[src/rtl/dma_ring_channel.sv]
module dma_ring_channel #(
  parameter logic [31:0] TABLE_BASE = 32'h0000_0000,
  parameter int          BD_BYTES   = 16
) (
  input  logic        clk,
  input  logic        rst_n,
  input  logic        reg_wr,
  input  logic        reg_addr,
  input  logic [15:0] reg_wdata,
  output logic [15:0] reg_rdata,
  output logic        irq,
  output logic        mem_req,
  output logic        mem_we,
  output logic        mem_word,
  output logic [31:0] mem_addr,
  output logic [31:0] mem_wdata,
  input  logic [31:0] mem_rdata
);

  localparam logic [31:0] STRIDE = 32'(BD_BYTES);

  typedef enum logic [2:0] {S_IDLE, S_FETCH, S_FLOAD, S_RD, S_WR, S_FIN} state_t;

  state_t      state;
  logic [1:0]  fi;
  logic        str, imask, done_f, ad_f;
  logic [31:0] ptr, len, src, dst;
  logic [15:0] st;

  wire f_wrap = st[13];
  wire f_int  = st[12];
  wire f_last = st[11];
  wire f_cont = st[9];

  wire mode_wr = reg_wr && !reg_addr;
  wire stat_wr = reg_wr &&  reg_addr;

  always_ff @(posedge clk or negedge rst_n) begin
    if (!rst_n) begin
      state  <= S_IDLE;
      fi     <= '0;
      str    <= 1'b0;
      imask  <= 1'b0;
      done_f <= 1'b0;
      ad_f   <= 1'b0;
      ptr    <= TABLE_BASE;
      len    <= '0;
      src    <= '0;
      dst    <= '0;
      st     <= '0;
    end else begin
      if (mode_wr) begin
        imask <= reg_wdata[1];
        if (state == S_IDLE) begin
          str <= reg_wdata[0];
          if (reg_wdata[0]) begin
            state <= S_FETCH;
            fi    <= '0;
          end
        end else begin
          str <= str & reg_wdata[0];
        end
      end
      if (stat_wr) begin
        done_f <= done_f & ~reg_wdata[0];
        ad_f   <= ad_f   & ~reg_wdata[1];
      end

      case (state)
        S_FETCH: state <= str ? S_FLOAD : S_IDLE;
        S_FLOAD: begin
          case (fi)
            2'd0: st  <= mem_rdata[15:0];
            2'd1: len <= mem_rdata;
            2'd2: src <= mem_rdata;
            default: dst <= mem_rdata;
          endcase
          if (fi == 2'd0 && !mem_rdata[15]) begin
            str   <= 1'b0;
            state <= S_IDLE;
          end else if (fi == 2'd3) begin
            state <= (len == '0) ? S_FIN : S_RD;
          end else begin
            fi    <= fi + 2'd1;
            state <= S_FETCH;
          end
        end
        S_RD: state <= str ? S_WR : S_IDLE;
        S_WR: begin
          len   <= len - 32'd1;
          src   <= src + 32'd1;
          dst   <= dst + 32'd1;
          state <= (len == 32'd1) ? S_FIN : S_RD;
        end
        S_FIN: begin
          if (f_int) ad_f <= 1'b1;
          ptr <= f_wrap ? TABLE_BASE : ptr + STRIDE;
          fi  <= '0;
          if (!f_cont && f_last) begin
            done_f <= 1'b1;
            str    <= 1'b0;
            state  <= S_IDLE;
          end else begin
            state <= str ? S_FETCH : S_IDLE;
          end
        end
        default: ;
      endcase
    end
  end

  assign mem_req  = (state == S_FETCH) || (state == S_RD) || (state == S_WR) ||
                    (state == S_FIN && !f_cont);
  assign mem_we   = (state == S_WR) || (state == S_FIN);
  assign mem_word = (state == S_FETCH) || (state == S_FIN);

  always_comb begin
    mem_addr  = ptr;
    mem_wdata = '0;
    case (state)
      S_FETCH: mem_addr = ptr + {28'd0, fi, 2'b00};
      S_RD:    mem_addr = src;
      S_WR: begin
        mem_addr  = dst;
        mem_wdata = {24'd0, mem_rdata[7:0]};
      end
      S_FIN:   mem_wdata = {16'd0, st & 16'h7FFF};
      default: ;
    endcase
  end

  assign reg_rdata = reg_addr ? {14'd0, ad_f, done_f} : {14'd0, imask, str};
  assign irq       = ad_f & imask;

  logic unused_wbits;
  assign unused_wbits = ^reg_wdata[15:2];


  idle_nostr_chk: assert property (@(posedge clk) disable iff (!rst_n)
    (state == S_IDLE) |-> !str);


  wb_clears_valid_chk: assert property (@(posedge clk) disable iff (!rst_n)
    (mem_req && mem_we && mem_word) |-> !mem_wdata[15]);


  byte_wr_after_rd_chk: assert property (@(posedge clk) disable iff (!rst_n)
    (mem_req && mem_we && !mem_word) |-> $past(mem_req && !mem_we && !mem_word));


  done_stops_chk: assert property (@(posedge clk) disable iff (!rst_n)
    $rose(done_f) |-> (!str && state == S_IDLE));


  ad_source_chk: assert property (@(posedge clk) disable iff (!rst_n)
    $rose(ad_f) |-> $past(state == S_FIN && f_int));

endmodule

[config.mk]
export PLATFORM = sky130hd
export DESIGN_NAME = dma_ring_channel
export DESIGN_NICKNAME = d
export VERILOG_FILES = /design/src/rtl/dma_ring_channel.sv
export SDC_FILE = /design/constraint.sdc
export NUM_CORES = 1
export LEC_CHECK = 0
export BUFFER_PORTS_ARGS = -buffer_cell sky130_fd_sc_hd__buf_4
export CORE_MARGIN = 2
export CORE_UTILIZATION = 45
export DETAILED_ROUTE_END_ITERATION = 8
export MAX_ROUTING_LAYER = met4
export PLACE_DENSITY = 0.64
export SYNTH_ARGS = -nofsm -noshare
export SYNTH_HDL_FRONTEND = slang
export SYNTH_SLANG_ARGS = --single-unit
[constraint.sdc]
create_clock -name clk -period 2.5 [get_ports clk]
set_input_delay 0.625 -clock clk [delete_from_list [all_inputs] [get_ports clk]]
set_output_delay 0.625 -clock clk [all_outputs]
set_load 0.01 [all_outputs]
==> results of run 1 <==
==> routing by layer <==
layer	GRT usage, %	up-vias
met4	8.679	0
li1	-	4526
met3	3.788	58
met5	-	-
met1	41.24	4768
met2	45.46	420
==> what timing repair did <==
item / in CTS / in global routing
setup endpoints to repair: 47 / 47
setup buffers: 12 / 8
pin swaps: 2 / 13
gates cloned: 4 / 3
resized for setup: 28 / 63
==> through the flow <==
step	cell area [um^2]	TNS (ns)	hold WS, ns	power [uW]
2_1_floorplan	9738	0	0.3294	6485
3_3_place_gp	10730	0	0.4773	7959
3_5_place_dp	10730	0	0.4773	8073
4_1_cts	11620	-0.5904	0.1349	11010
5_1_grt	11850	-2.501	0.1433	12000
6_report	11850	-0.3151	0.1208	11320
==> state kept, by name, summed over array words and instances (netlist names), 2 cells and up <==
name   flops
len       32
ptr       28
fi         2
dst       32
state      3
st        15
src       32
==> synthesized netlist by cell type, drive strengths merged (7+ instances only) <==
master	instances
dfrtp	148
a21oi	103
nor2	103
nand2	90
o21ai	82
clkbuf	66
buf	48
nor3	46
nand3	45
o22ai	41
or3	40
a211oi	29
inv	27
and3	24
nor4	22
nand4	21
a311oi	18
mux2	17
xnor2	17
and4	14
a22oi	12
ha	12
nor2b	12
nand2b	10
a221o	9
and2	9
a31oi	8
mux2i	8
a221oi	7
nor3b	7
o31ai	7
==> worst max-delay path, delay by kind of cell (launching register included) <==
family	cells	cell delay, ns
AO/OA/AOI/OAI	2	0.19
buffers and inverters	3	0.47
flip-flops	1	0.47
AND/OR/NAND/NOR	1	0.37
==> cells by family (layout without fill, tap and decap cells) <==
group,count (synthesis),count (layout)
multiplexers,25,25
adder cells (fa/ha/maj),12,12
buffers and inverters,141,230
AND/OR/NAND/NOR,460,461
other,1,31
flip-flops,148,148
XOR/XNOR,20,20
AO/OA/AOI/OAI,359,359
==> area by class of cell <==
class                           instances  area share, %
Timing Repair Buffer                  171          12.84
Sequential cell                       148          31.29
Multi-Input combinational cell        908          47.26
Tap cell                              275          2.905
Clock buffer                           17          3.591
Inverter                               27         0.8555
Clock inverter                         15          1.246
==> power by group through the flow <==
stage,clock (uW),sequential [uW],combinational [uW]
after detailed placement,0,4110,3960
after global placement,0,4080,3880
after CTS,2590,4090,4340
final,2570,4150,4600
after global routing,2700,4270,5040
after floorplan,0,3760,2730
==> worst max path at each step <==
stage / slack [ns] / end
after floorplan: 0.03 / mem_addr[10]
after global placement: 0.25 / state[2]
after detailed placement: 0.20 / len[30]
after CTS: -0.03 / mem_addr[15]
after global routing: -0.1 / mem_wdata[5]
final: -0.05 / mem_addr[31]
==> flow_metrics.env, run 1 <==
export IMPL_clkLatencyLatePin_ns=0.43
export IMPL_ys_warn_count=0
export IMPL_drive_gt1_share_pct=21.85
export IMPL_p_per_area_mw_per_mm2=955.7
export IMPL_die_w_um=150.3
export IMPL_irDropWorstVdd_v=0.0004265
export IMPL_violations="setup timing"
export IMPL_diodes=0
export IMPL_hold_buffers=0
export IMPL_wl_met1_um=14420
export IMPL_synth_edf_count=0
export IMPL_status="complete, but fails checks"
export IMPL_ys_seq_area_share_pct=38.48
export IMPL_design_die_area_mm2=0.02258
export IMPL_arrival_ns=1.93
export IMPL_power_switching_uw=4723
export IMPL_slowest_stage="dfrtp_2"
export IMPL_worst_slack_ns=-0.05468
export IMPL_synth_cell_types=72
export IMPL_cts_sinks=148
export IMPL_synthAdderAreaFrac_pct=1.560
export IMPL_clkPwrFrac_pct=22.7
export IMPL_crit_start="state[2]"
export IMPL_gr_total_overflow=0
export IMPL_initial_core_util_pct=45.79
export IMPL_tightest_slew_ns=0.5476
export IMPL_crit_chain="buf_12 > buf_8 > or3_1 > o21ai_0 > a21oi_1 > buf_4"
export IMPL_place_inst=1505
export IMPL_vias=9772
export IMPL_antenna_found_initial=0
export IMPL_synthMuxAreaShare_pct=2.821
export IMPL_wl_um=32910
export IMPL_synth_seq_cells=148
export IMPL_cp_required_ns=1.88
export IMPL_multi_input_area_mm2=0.005599
export IMPL_rsz0062_at_grt="yes"
export IMPL_timing_fmax_ghz=0.3914
export IMPL_synthDominantCellAreaShare_pct=38.48
export IMPL_antenna_left=0
export IMPL_pre_cts_ws_ns=0.1993
export IMPL_clockBufferDepth=2
export IMPL_p_leak_uw=0.004739
export IMPL_switching_share_pct=41.72
export IMPL_period_share_pct=102.2
export IMPL_min_period_ns=2.555
export IMPL_met3_length_um=2308
export IMPL_cts_root_buf="clkbuf_16"
export IMPL_setup_viol=20
export IMPL_register_area_mm2=0.003707
export IMPL_cts_tree="built"
export IMPL_num_fill_cells=1928
export IMPL_regToRegSetupSlack_ns=0.17
export IMPL_first_pass_iters=5
export IMPL_yosys_top_cells_area="dfrtp_1, a21oi_1, o21ai_0"
export IMPL_avgSynthCellArea_um2=8.255
export IMPL_intPower_uw=6598
export IMPL_clkTransAtPathRegs_ns=0.07
export IMPL_die_h_um=150.3
export IMPL_slowest_delay_ns=0.47
export IMPL_drv_cap=0
export IMPL_final_util_pct=56.35
export IMPL_seqPwrFrac_pct=36.7
export IMPL_ys_async_sr_fraction_pct=100.0
export IMPL_finalNetCount=1337
export IMPL_finClkSkew_ns=0.01073
export IMPL_htree_levels=4
export IMPL_crit_path_end_kind="output pin"
export IMPL_grt_start_max_net_pins=45
export IMPL_syn_cell_area_mm2=0.009625
export IMPL_postSynthCellCount=1166
export IMPL_top_layer="met4"
export IMPL_wire_per_inst_um=21.08
export IMPL_drc=0
export IMPL_met2_length_um=15300
export IMPL_grt_usage_pct=29.62
export IMPL_ioPinCount=136
export IMPL_final_hold_viol_count=0
export IMPL_grt_pass1_vias=8755
export IMPL_numCtsBuffers=17
export IMPL_slew_headroom_pct=63.19
export IMPL_critical_path_class="reg -> out"
export IMPL_port_buffers=90
export IMPL_core_area_mm2=0.02102
export IMPL_fin_cells=1561
export IMPL_num_rows=53
export IMPL_r2r_end="ptr[31]"
export IMPL_synth_xor_area_share_pct=1.820
export IMPL_pwr_share_comb_pct=40.6
export IMPL_synth_compound_area_share_pct=23.68
export IMPL_critPathMaxFanout=8
export IMPL_first_iter_violations=835
export IMPL_cp_start_kind="flop"
export IMPL_yosys_area_share_simple_pct=24.78
export IMPL_reg2reg_depth=7
export IMPL_final_max_slew_viol_count=0
export IMPL_ys_flop_type="dfrtp_1"
export IMPL_yosysTopAreaCell="dfrtp_1"
export IMPL_hold_class="in -> async"
export IMPL_final_cell_mix="buf_4, dfrtp_1, nor2_1, a21oi_1, nand2_1"
export IMPL_gp_congestion=0.9568
export IMPL_post_dp_hpwl_um=22620
export IMPL_via_per_inst=6.260
export IMPL_synth_top_family_by_area="simple AND/OR/NAND/NOR gates"
export IMPL_r2r_start="state[0]"
export IMPL_area_growth_pct=23.07
export IMPL_layout_commonest_cell="buf_4"
export IMPL_grt_pass1_wl_um=50210
Note: power is estimated with default switching activity, not from simulation.
==> run 2: changes to the inputs <==
Clock period 2.5 ns to 2.7 ns, I/O delays scaled along.
==> flow_metrics.env, run 2 (synthesis results as in run 1) <==
export IMPL_initial_core_util_pct=45.79
export IMPL_finalNetCount=1306
export IMPL_area_growth_pct=18.50
export IMPL_final_cell_mix="dfrtp_1, buf_4, nor2_1, a21oi_1, nand2_1"
export IMPL_drv_cap=0
export IMPL_drc=0
export IMPL_power_switching_uw=4147
export IMPL_diodes=0
export IMPL_port_buffers=90
export IMPL_final_max_slew_viol_count=0
export IMPL_place_inst=1486
export IMPL_num_fill_cells=1945
export IMPL_r2r_start="len[15]"
export IMPL_gp_congestion=0.9439
export IMPL_wire_per_inst_um=20.61
export IMPL_ioPinCount=136
export IMPL_reg_top3="dst: 32 flops, len: 32 flops, src: 32 flops"
export IMPL_critPathMaxFanout=14
export IMPL_critical_path_class="reg -> out"
export IMPL_irDropWorstVdd_v=0.0003650
export IMPL_num_rows=53
export IMPL_grt_usage_pct=28.93
export IMPL_clkPwrFrac_pct=23.1
export IMPL_antenna_found_initial=0
export IMPL_first_pass_iters=8
export IMPL_status="completed"
export IMPL_hold_class="in -> async"
export IMPL_pwr_share_comb_pct=38.9
export IMPL_cts_root_buf="clkbuf_16"
export IMPL_cts_sinks=148
export IMPL_wl_um=31540
export IMPL_cts_tree="built"
export IMPL_core_area_mm2=0.02102
export IMPL_slew_headroom_pct=50.37
export IMPL_p_leak_uw=0.004533
export IMPL_fin_hold_ws_ns=0.1435
export IMPL_clkTransAtPathRegs_ns=0.07
export IMPL_final_util_pct=54.26
export IMPL_cp_required_ns=2.03
export IMPL_antenna_left=0
export IMPL_worst_slack_ns=0.03408
export IMPL_p_per_area_mw_per_mm2=885.3
export IMPL_switching_share_pct=41.07
export IMPL_grt_pass1_wl_um=49040
export IMPL_rsz0062_at_grt="yes"
export IMPL_grt_start_max_net_pins=67
export IMPL_clkLatencyLatePin_ns=0.43
export IMPL_seqPwrFrac_pct=38.0
export IMPL_die_h_um=150.3
export IMPL_via_per_inst=6.305
export IMPL_hold_buffers=0
export IMPL_numCtsBuffers=17
export IMPL_crit_path_end_kind="output pin"
export IMPL_grt_pass1_vias=8718
export IMPL_post_dp_hpwl_um=21650
export IMPL_intPower_uw=5950
export IMPL_vias=9646
export IMPL_r2r_end="state[1]"
export IMPL_clockBufferDepth=2
export IMPL_first_iter_violations=968
export IMPL_pre_cts_ws_ns=0.2513
export IMPL_design_die_area_mm2=0.02258
export IMPL_setup_viol=0
export IMPL_min_period_ns=2.666
export IMPL_htree_levels=4
export IMPL_gr_total_overflow=0
export IMPL_tightest_slew_ns=0.7445
export IMPL_cp_start_kind="flop"
export IMPL_finClkSkew_ns=0.01288
export IMPL_timing_fmax_ghz=0.3751
export IMPL_layout_commonest_cell="dfrtp_1"
export IMPL_period_share_pct=98.74
export IMPL_regToRegSetupSlack_ns=0.35
export IMPL_arrival_ns=1.99
export IMPL_die_w_um=150.3
export IMPL_crit_start="state[0]"
export IMPL_fin_cells=1530
export IMPL_reg2reg_depth=5
export IMPL_drive_gt1_share_pct=17.05
export IMPL_final_hold_viol_count=0
export IMPL_p_total_uw=10100
run 2: cell count changes in the layout (fill, tap and decap cells not counted), moves of 7 or more:
cell / delta
a21oi_2: -10
a21oi_1: +10
buf_4: -19
o21ai_1: -8
o21ai_2: -9
o21ai_0: +17
buf_6: -7
run 2: how the worst max path moves through the flow:
stage	endpoint	slack [ns]	cells past startpoint
6_report	mem_addr[23]	0.03	7
5_1_grt	mem_addr[24]	-0.007	7
4_1_cts	mem_addr[24]	0.002	7
3_5_place_dp	len[20]	0.25	7
3_3_place_gp	len[20]	0.26	7
2_1_floorplan	mem_addr[10]	0.18	6
run 2: power by group through the flow:
stage	sequential (uW)	combinational, uW	clock (uW)
floorplan	3480	2530	0
global placement	3800	3520	0
detailed placement	3820	3580	0
CTS	3790	3730	2370
global route	3950	4340	2470
finish	3830	3930	2330
run 2: cell type report:
class	instances	area (um^2)	area share [%]
multi-input cells	907	5428	47.59
flip-flops and latches	148	3707	32.50
repair buffers	141	1255	11.00
clock buffers	18	439.2	3.850
well taps	275	344.1	3.017
clock inverters	14	131.4	1.152
inverters	27	101.3	0.8885
run 2: per-layer routing:
layer | vias up | routed length [um] | global-route usage, %
met5 | - | 0 | -
met4 | 0 | 1067 | 11.42
met3 | 63 | 2567 | 5.788
met2 | 431 | 14160 | 41.23
met1 | 4681 | 13740 | 40.42
li1 | 4471 | - | -
run 2: timing repair:
item / CTS / global route
setup endpoints to repair: 36 / 43
setup buffers: 3 / 4
pin swaps: 0 / 2
cloned: 2 / 3
resized for setup: 4 / 11
run 2: critical path, stage by stage, from the launching register on:
cell and delay, ns:
dfrtp_2 0.40, buf_12 0.16, nand2b_4 0.10, o21ai_4 0.25, clkbuf_16 0.22, o22ai_1 0.08, a21oi_1 0.19, buf_4 0.16
run 2: metrics by stage:
stage / cell area, um^2 / setup TNS, ns
detailed placement: 10590 / 0
global route: 11410 / -0.007435
floorplan: 9738 / 0
CTS: 11260 / 0
finish: 11410 / 0
global placement: 10590 / 0
